===== config.mk =====
export PLATFORM = sky130hd
export DESIGN_NAME = kbd_frame_rx
export DESIGN_NICKNAME = d
export VERILOG_FILES = /design/src/rtl/kfr_pkg.sv /design/src/rtl/kfr_sync_edge.sv /design/src/rtl/kfr_idle_timer.sv /design/src/rtl/kfr_frame_fsm.sv /design/src/rtl/kbd_frame_rx.sv
export SDC_FILE = /design/constraint.sdc
export NUM_CORES = 1
export LEC_CHECK = 0
export BUFFER_PORTS_ARGS = -buffer_cell sky130_fd_sc_hd__buf_4
export CORE_MARGIN = 5
export CORE_UTILIZATION = 48
export DETAILED_ROUTE_END_ITERATION = 16
export PLACE_DENSITY = 0.64
export SYNTH_ARGS = -nofsm -noshare
export SYNTH_HDL_FRONTEND = slang
export SYNTH_SLANG_ARGS = --single-unit

===== constraint.sdc =====
create_clock -name clk -period 3.6 [get_ports clk]
set_clock_uncertainty 0.15 [all_clocks]
set_input_delay 0.72 -clock clk [delete_from_list [all_inputs] [get_ports clk]]
set_output_delay 0.72 -clock clk [all_outputs]
set_load 0.02 [all_outputs]

===== src/rtl/kfr_pkg.sv =====
package kfr_pkg;
    localparam int DATA_W = 8;
    localparam int BIT_CNT_W = $clog2(DATA_W);
    localparam logic [DATA_W-1:0] RESEND_CMD = 8'hFE;

    typedef enum logic [1:0] {
        ST_IDLE = 2'd0,
        ST_DATA = 2'd1,
        ST_PAR  = 2'd2,
        ST_STOP = 2'd3
    } rx_step_e;

    typedef struct packed {
        rx_step_e              step;
        logic [DATA_W-1:0]     shreg;
        logic [BIT_CNT_W-1:0]  nbits;
        logic                  valid;
        logic                  resend;
    } rx_regs_t;
endpackage


===== src/rtl/kfr_sync_edge.sv =====
module kfr_sync_edge #(
    parameter int STAGES = 2
) (
    input  logic clk,
    input  logic rst_n,
    input  logic ck_raw_i,
    input  logic dt_raw_i,
    output logic fall_o,
    output logic dat_o
);
    typedef struct packed {
        logic [STAGES-1:0] ck;
        logic [STAGES-1:0] dt;
        logic              prev;
    } sync_t;

    sync_t s_d, s_q;

    always_comb begin
        s_d      = s_q;
        s_d.ck   = {s_q.ck[STAGES-2:0], ck_raw_i};
        s_d.dt   = {s_q.dt[STAGES-2:0], dt_raw_i};
        s_d.prev = s_q.ck[STAGES-1];
    end

    always_ff @(posedge clk or negedge rst_n) begin
        if (!rst_n) begin
            s_q <= '{ck: '1, dt: '1, prev: 1'b1};
        end else begin
            s_q <= s_d;
        end
    end

    assign fall_o = s_q.prev & ~s_q.ck[STAGES-1];
    assign dat_o  = s_q.dt[STAGES-1];


    fall_single_chk: assert property (@(posedge clk) disable iff (!rst_n)
        fall_o |=> !fall_o);
endmodule


===== src/rtl/kfr_idle_timer.sv =====
module kfr_idle_timer #(
    parameter int LIMIT = 5000
) (
    input  logic clk,
    input  logic rst_n,
    input  logic run_i,
    input  logic kick_i,
    output logic expire_o
);
    localparam int CW = $clog2(LIMIT + 1);
    localparam logic [CW-1:0] LAST = CW'(LIMIT - 1);

    logic [CW-1:0] count_d, count_q;

    always_comb begin
        if (!run_i || kick_i) begin
            count_d = '0;
        end else if (count_q == LAST) begin
            count_d = '0;
        end else begin
            count_d = count_q + 1'b1;
        end
    end

    always_ff @(posedge clk or negedge rst_n) begin
        if (!rst_n) begin
            count_q <= '0;
        end else begin
            count_q <= count_d;
        end
    end

    assign expire_o = run_i && !kick_i && (count_q == LAST);


    count_in_range_chk: assert property (@(posedge clk) disable iff (!rst_n)
        count_q < CW'(LIMIT));
endmodule


===== src/rtl/kfr_frame_fsm.sv =====
module kfr_frame_fsm
    import kfr_pkg::*;
(
    input  logic              clk,
    input  logic              rst_n,
    input  logic              fall_i,
    input  logic              dat_i,
    input  logic              timeout_i,
    output logic [DATA_W-1:0] code_o,
    output logic              valid_o,
    output logic              resend_o,
    output logic              busy_o
);
    localparam logic [BIT_CNT_W-1:0] LAST_BIT = BIT_CNT_W'(DATA_W - 1);

    rx_regs_t r_d, r_q;

    always_comb begin
        r_d        = r_q;
        r_d.valid  = 1'b0;
        r_d.resend = 1'b0;
        if (fall_i) begin
            unique case (r_q.step)
                ST_IDLE: begin
                    if (!dat_i) begin
                        r_d.step  = ST_DATA;
                        r_d.nbits = '0;
                    end
                end
                ST_DATA: begin
                    r_d.shreg = {dat_i, r_q.shreg[DATA_W-1:1]};
                    r_d.nbits = r_q.nbits + 1'b1;
                    if (r_q.nbits == LAST_BIT) begin
                        r_d.step = ST_PAR;
                    end
                end
                ST_PAR: begin
                    if (^{r_q.shreg, dat_i}) begin
                        r_d.step = ST_STOP;
                    end else begin
                        r_d.step   = ST_IDLE;
                        r_d.resend = 1'b1;
                    end
                end
                ST_STOP: begin
                    r_d.step  = ST_IDLE;
                    r_d.valid = dat_i;
                end
                default: r_d.step = ST_IDLE;
            endcase
        end else if (timeout_i) begin
            r_d.step = ST_IDLE;
        end
    end

    always_ff @(posedge clk or negedge rst_n) begin
        if (!rst_n) begin
            r_q <= '{step: ST_IDLE, shreg: '0, nbits: '0, valid: 1'b0, resend: 1'b0};
        end else begin
            r_q <= r_d;
        end
    end

    assign code_o   = r_q.shreg;
    assign valid_o  = r_q.valid;
    assign resend_o = r_q.resend;
    assign busy_o   = (r_q.step != ST_IDLE);


    out_excl_chk: assert property (@(posedge clk) disable iff (!rst_n)
        $onehot0({r_q.valid, r_q.resend}));


    resend_pulse_chk: assert property (@(posedge clk) disable iff (!rst_n)
        r_q.resend |=> !r_q.resend);


    resend_idle_chk: assert property (@(posedge clk) disable iff (!rst_n)
        r_q.resend |-> (r_q.step == ST_IDLE));


    stop_zero_chk: assert property (@(posedge clk) disable iff (!rst_n)
        (fall_i && r_q.step == ST_STOP && !dat_i) |=> (!r_q.valid && !r_q.resend));


    idle_high_chk: assert property (@(posedge clk) disable iff (!rst_n)
        (fall_i && r_q.step == ST_IDLE && dat_i) |=> (r_q.step == ST_IDLE && $stable(r_q.shreg)));


    timeout_idle_chk: assert property (@(posedge clk) disable iff (!rst_n)
        (timeout_i && !fall_i) |=> (r_q.step == ST_IDLE));
endmodule


===== src/rtl/kbd_frame_rx.sv =====
module kbd_frame_rx #(
    parameter int CLK_KHZ     = 50000,
    parameter int TIMEOUT_US  = 100,
    parameter int SYNC_STAGES = 2
) (
    input  logic       clk,
    input  logic       rst_n,
    input  logic       ps2_clk_i,
    input  logic       ps2_dat_i,
    output logic [7:0] scan_code_o,
    output logic       scan_valid_o,
    output logic       resend_req_o,
    output logic [7:0] resend_cmd_o
);
    localparam int TO_CYCLES = (CLK_KHZ * TIMEOUT_US) / 1000;

    logic fall, dat, busy, expire;

    kfr_sync_edge #(.STAGES(SYNC_STAGES)) u_sync (
        .clk      (clk),
        .rst_n    (rst_n),
        .ck_raw_i (ps2_clk_i),
        .dt_raw_i (ps2_dat_i),
        .fall_o   (fall),
        .dat_o    (dat)
    );

    kfr_idle_timer #(.LIMIT(TO_CYCLES)) u_timer (
        .clk      (clk),
        .rst_n    (rst_n),
        .run_i    (busy),
        .kick_i   (fall),
        .expire_o (expire)
    );

    kfr_frame_fsm u_fsm (
        .clk       (clk),
        .rst_n     (rst_n),
        .fall_i    (fall),
        .dat_i     (dat),
        .timeout_i (expire),
        .code_o    (scan_code_o),
        .valid_o   (scan_valid_o),
        .resend_o  (resend_req_o),
        .busy_o    (busy)
    );

    assign resend_cmd_o = kfr_pkg::RESEND_CMD;
endmodule


# After elaboration in Yosys (flattened, before gate mapping)

Cells that the tools add are included.

Output and inout bits: 18
Bits in registers: 33

Mux-type cells: 14
Reductions and logical operators: 13
Eq/ne operators: 8
Bitwise operators: 2
Add/sub/neg operators: 2

Operators by type and width:

| operator              | count |
|---|---|
| $mux 13               | 2 |
| $add 13x1->13 const B | 1 |
| $eq 13x13->1 const B  | 1 |
| $mux 2                | 6 |
| $reduce_xor 9->1      | 1 |
| $pmux 2 s4            | 1 |
| $pmux 3 s2            | 1 |
| $reduce_and 3->1      | 2 |
| $reduce_bool 2->1     | 3 |
| $eq 2x2->1 const B    | 2 |
| $add 3x1->3 const B   | 1 |
| $eq 3x3->1 const B    | 1 |
| $mux 1                | 3 |
| $mux 3                | 1 |
| $ne 3x2->1 const B    | 1 |
| $ne 3x3->1 const B    | 1 |
| $eq 2x1->1 const B    | 1 |
| $logic_and 1x1->1     | 2 |
| $logic_not 1->1       | 2 |
| $logic_not 2->1       | 1 |
| $ne 2x2->1 const B    | 1 |
| $reduce_and 2->1      | 1 |
| $and 1x1->1           | 1 |
| $logic_or 1x1->1      | 1 |
| $not 1->1             | 1 |

# Longest topological paths before layout

Depth in word-level cells: 7
Depth in mapped cells: 6

# By module

A second synthesis with hierarchy kept.

Cells, all modules: 161
Area total of the unflattened synthesis: 1,630.3 um^2

By module, submodules not included:

| module         | instances | area each (um^2) | cells an instance | seq. area each (um^2) |
|---|---|---|---|---|
| kfr_frame_fsm  | 1         | 773.2            | 80                | 375.4 |
| kfr_idle_timer | 1         | 644.4            | 65                | 325.3 |
| kfr_sync_edge  | 1         | 145.1            | 6                 | 131.4 |
| kbd_frame_rx   | 1         | 67.6             | 10                | 0.0 |

# Worst setup path before layout

OpenSTA, ideal clock, no wires.

Kind: register to register
Start: reg u_sync.s_q[0] (netlist name)
End: reg u_fsm.r_q, in the netlist u_fsm.code_o[2]
Clock period less this slack: 1.657 ns
Arrival: 1.383 ns
Setup slack: 1.943 ns
Cell stages (with the launch flop): 5
Path buffers: 1
Data required time: 3.325 ns
Cells stage by stage: dfstp_2 -> nand2b_1 -> nor3b_2 -> buf_4 -> mux2_2

Longest elaborated chain between the ends: 2

RTL lines:

| element                    | RTL line            | RTL |
|---|---|---|
| from (decl)                | kfr_sync_edge.sv:17 | `sync_t s_d, s_q;` |
| from (signal assigned)     | kfr_sync_edge.sv:28 | `s_q <= '{ck: '1, dt: '1, prev: 1'b1};` |
| $and 1x1->1                | kfr_sync_edge.sv:34 | `assign fall_o = s_q.prev & ~s_q.ck[STAGES-1];` |
| $reduce_and 2->1 (no line) | -                   |  |
| to (signal assigned)       | kfr_frame_fsm.sv:58 | `r_q <= '{step: ST_IDLE, shreg: '0, nbits: '0, valid: 1'b0, resend: 1'b0};` |
| to (signal assigned)       | kfr_frame_fsm.sv:60 | `r_q <= r_d;` |
| to (decl)                  | kfr_frame_fsm.sv:16 | `rx_regs_t r_d, r_q;` |

No other way between the ends.
A chain may end at the register's enable or synchronous reset.

# Worst setup path in the final report

Same ends and word-level chain as after synthesis.

==> reports/results.txt <==
largest net degree at the start of global routing: 34
Clk Latency, worst-skew pair: 0.33 ns
Synth area leader: dfrtp_1
vias post-DR: 998
row count: 21
combinational share of power: 0.327
period utilization: 0.570
WL/cell: 12.7 um
Worst setup SP type: register
Total GRT Usage: 0.124
FF-to-FF End: u_fsm.code_o[2]
Worst Max-Slew Pin Slew: 0.842 ns
first-pass GRT wire length: 4150 um
Placement Cell Area: 0.00168 mm^2
max-cap violation count: 0
crit-path max cell delay: 0.70 ns
hold slack: 0.155 ns
area of the die: 0.00467 mm^2
synthesized flop and latch total: 33
leading cell types in the layout, fill and taps excluded: 28 x dfrtp_1, 17 x nor2_1, 13 x buf_4
Hold Path Class: primary input to asynchronous set/reset pin
Pint: 0.000676 W
Initial Utilization: 0.494
CP cell instances: nand2b_1 > nor3b_2 > mux2_2
CTS Hold Buffers Added: 0
Core Area: 0.00331 mm^2
reg2reg start: u_sync.s_q[0]
vias per cell: 4.99
Setup Buffers After CTS: 0
simple-gate share of the synthesized area: 0.164
EDFF count, synth: 0
Iteration-0 DRC Markers: 38
Worst Setup End Kind: register
Crit path required time: 3.67 ns
TritonCTS Buffers: 5
crit path max-delay cell type: nor3b_2
syn_area_per_cell: 11.2 um^2
Fin. Hold Viols: 0
sequential fraction of the synthesis area: 0.509
unrepaired setup endpoints after global routing: no
status: finished clean
diode count: 0
Final Max Tran Viols: 0
post-synthesis xor/xnor area fraction: 0.103
largest family of logic cells by synthesized area: simple AND/OR/NAND/NOR gates
Setup CP Type: register to register
Max transition margin: 0.435
placed cell count: 192
number of port buffers: 13
Cell variety after synth: 33
post-layout util: 0.523
warning count from the yosys run: 0
Adder-Cell Fraction of Synth Area: 0.0230
clock network power share: 0.195
vias in the first global route: 941
Area Overhead vs Synth: 5.90%
H-Tree Depth: 2
Die H: 68.3 um
register share of total power: 0.478
CTS Buffer Depth: 2
Residual DRC: 0
Leak Pwr: 0.798 nW
initial antenna violation count: 0
mux cell area share after synthesis: 0.0681
drt first pass iters: 4
Nets: 160
Max FO, Critical Path: 12
Die W: 68.3 um
# resized after CTS: 0
Non-Filler Instances: 200
top_reg_cell synth: dfrtp_1
peak supply drop: 241 uV
RePlAce Congestion: 0.804
Sw Pwr: 0.000324 W
top cells by area, synth: dfrtp_1 43%, dfstp_2 8.0%, buf_4 7.8%
highest clock rate: 487 MHz
WP data arrival: 2.12 ns
top-area cell type share of the netlist area: 0.429
Worst Reg-to-Reg Cells: 3
Detail Placement HPWL: 1860 um
Tmin final: 2.05 ns
setup slack, reg-to-reg: 1.55 ns
share of cells above drive strength 1: 0.247
# setup viols final: 0
Top Ports: 22
final setup TNS: 0 ns
pwr dens: 578 mW/mm^2
drt total wl: 2550 um
gr ovfl total: 0
cell count after synthesis: 146
commonest non-fill, non-tap cell in the layout: dfrtp_1
CTS tree: yes
Design Area, Final: 0.00173 mm^2
Post-DRT Antenna Nets: 0
Async S/R FF share, synth: 1.00
clock slew at reported path FFs: 0.10 ns
Root Buffer: clkbuf_4
CTS Sinks: 33
switching portion of total power: 0.324
Synth Area in Compound Gates: 0.0406
Mapped Area: 0.00163 mm^2
-- cell families after synthesis --
group / after synthesis
AND/OR/NAND/NOR: 52
other: 2
buffers and inverters: 21
flip-flops: 33
XOR/XNOR: 16
multiplexers: 10
AO/OA/AOI/OAI: 9
adder cells (fa/ha/maj): 3
-- sequential cells by signal, indices dropped and copies added, names as in the netlist --
register	flops
u_timer.count_q	13
u_fsm.code_o	8
u_fsm.r_q	5
u_sync.s_d	3
u_fsm.resend_o	1
u_fsm.valid_o	1
u_sync.dat_o	1
u_sync.s_q	1
-- worst max-delay path, delay by kind of cell (launching register included) --
| family | cells | cell delay (ns) |
|---|---|---|
| muxes | 1 | 0.42 |
| DFF | 1 | 0.55 |
| and+or+nand+nor | 2 | 0.82 |
-- worst max path at each step --
stage,from,to
floorplan,u_sync.s_q[0],u_fsm.code_o[2]
global placement,u_sync.s_q[0],u_fsm.code_o[6]
detailed placement,u_sync.s_q[0],u_fsm.code_o[2]
CTS,u_sync.s_q[0],u_fsm.code_o[2]
global route,u_sync.s_q[0],u_fsm.code_o[2]
finish,u_sync.s_q[0],u_fsm.code_o[2]
-- synth_stat cells (3+ instances only) --
cell type,number
nand4_1,3
dfstp_2,5
nand3_1,5
nand2_1,9
nor2_1,17
mux2_2,9
xor2_1,7
xnor2_1,7
nor3_1,5
ha_1,3
dfrtp_1,28
buf_4,17
o21ai_0,3
-- per-layer routing --
metal  vias to the layer above  wire [um]  track usage
met5                         -          0            0
met4                         0         65       0.0819
met3                         7        129       0.0312
met2                        25       1150        0.189
met1                       482       1200        0.154
li1                        484          -            -
-- area by class of cell --
cell class	instances	area, um^2
clock buffer	5	37.5
inverter	2	7.51
sequential	33	832
clock inverter	3	17.5
fill	315	1580
tap	46	57.6
multi-input combinational	98	681
timing repair buffer	13	97.6
-- through the flow --
step | total power, W | setup WS [ns]
after CTS | 0.00102 | 1.53
after floorplan | 0.000774 | 1.94
final | 0.00100 | 1.55
after detailed placement | 0.000819 | 1.56
after global routing | 0.00106 | 1.43
after global placement | 0.000807 | 1.63
-- power by group through the flow --
stage,Sequential [W],Combinational (W),Clock (W)
2_1_floorplan,0.000471,0.000303,0
3_3_place_gp,0.000483,0.000325,0
3_5_place_dp,0.000487,0.000332,0
4_1_cts,0.000480,0.000334,0.000208
5_1_grt,0.000488,0.000353,0.000221
6_report,0.000478,0.000326,0.000195
(Power assumes the default switching activity.)
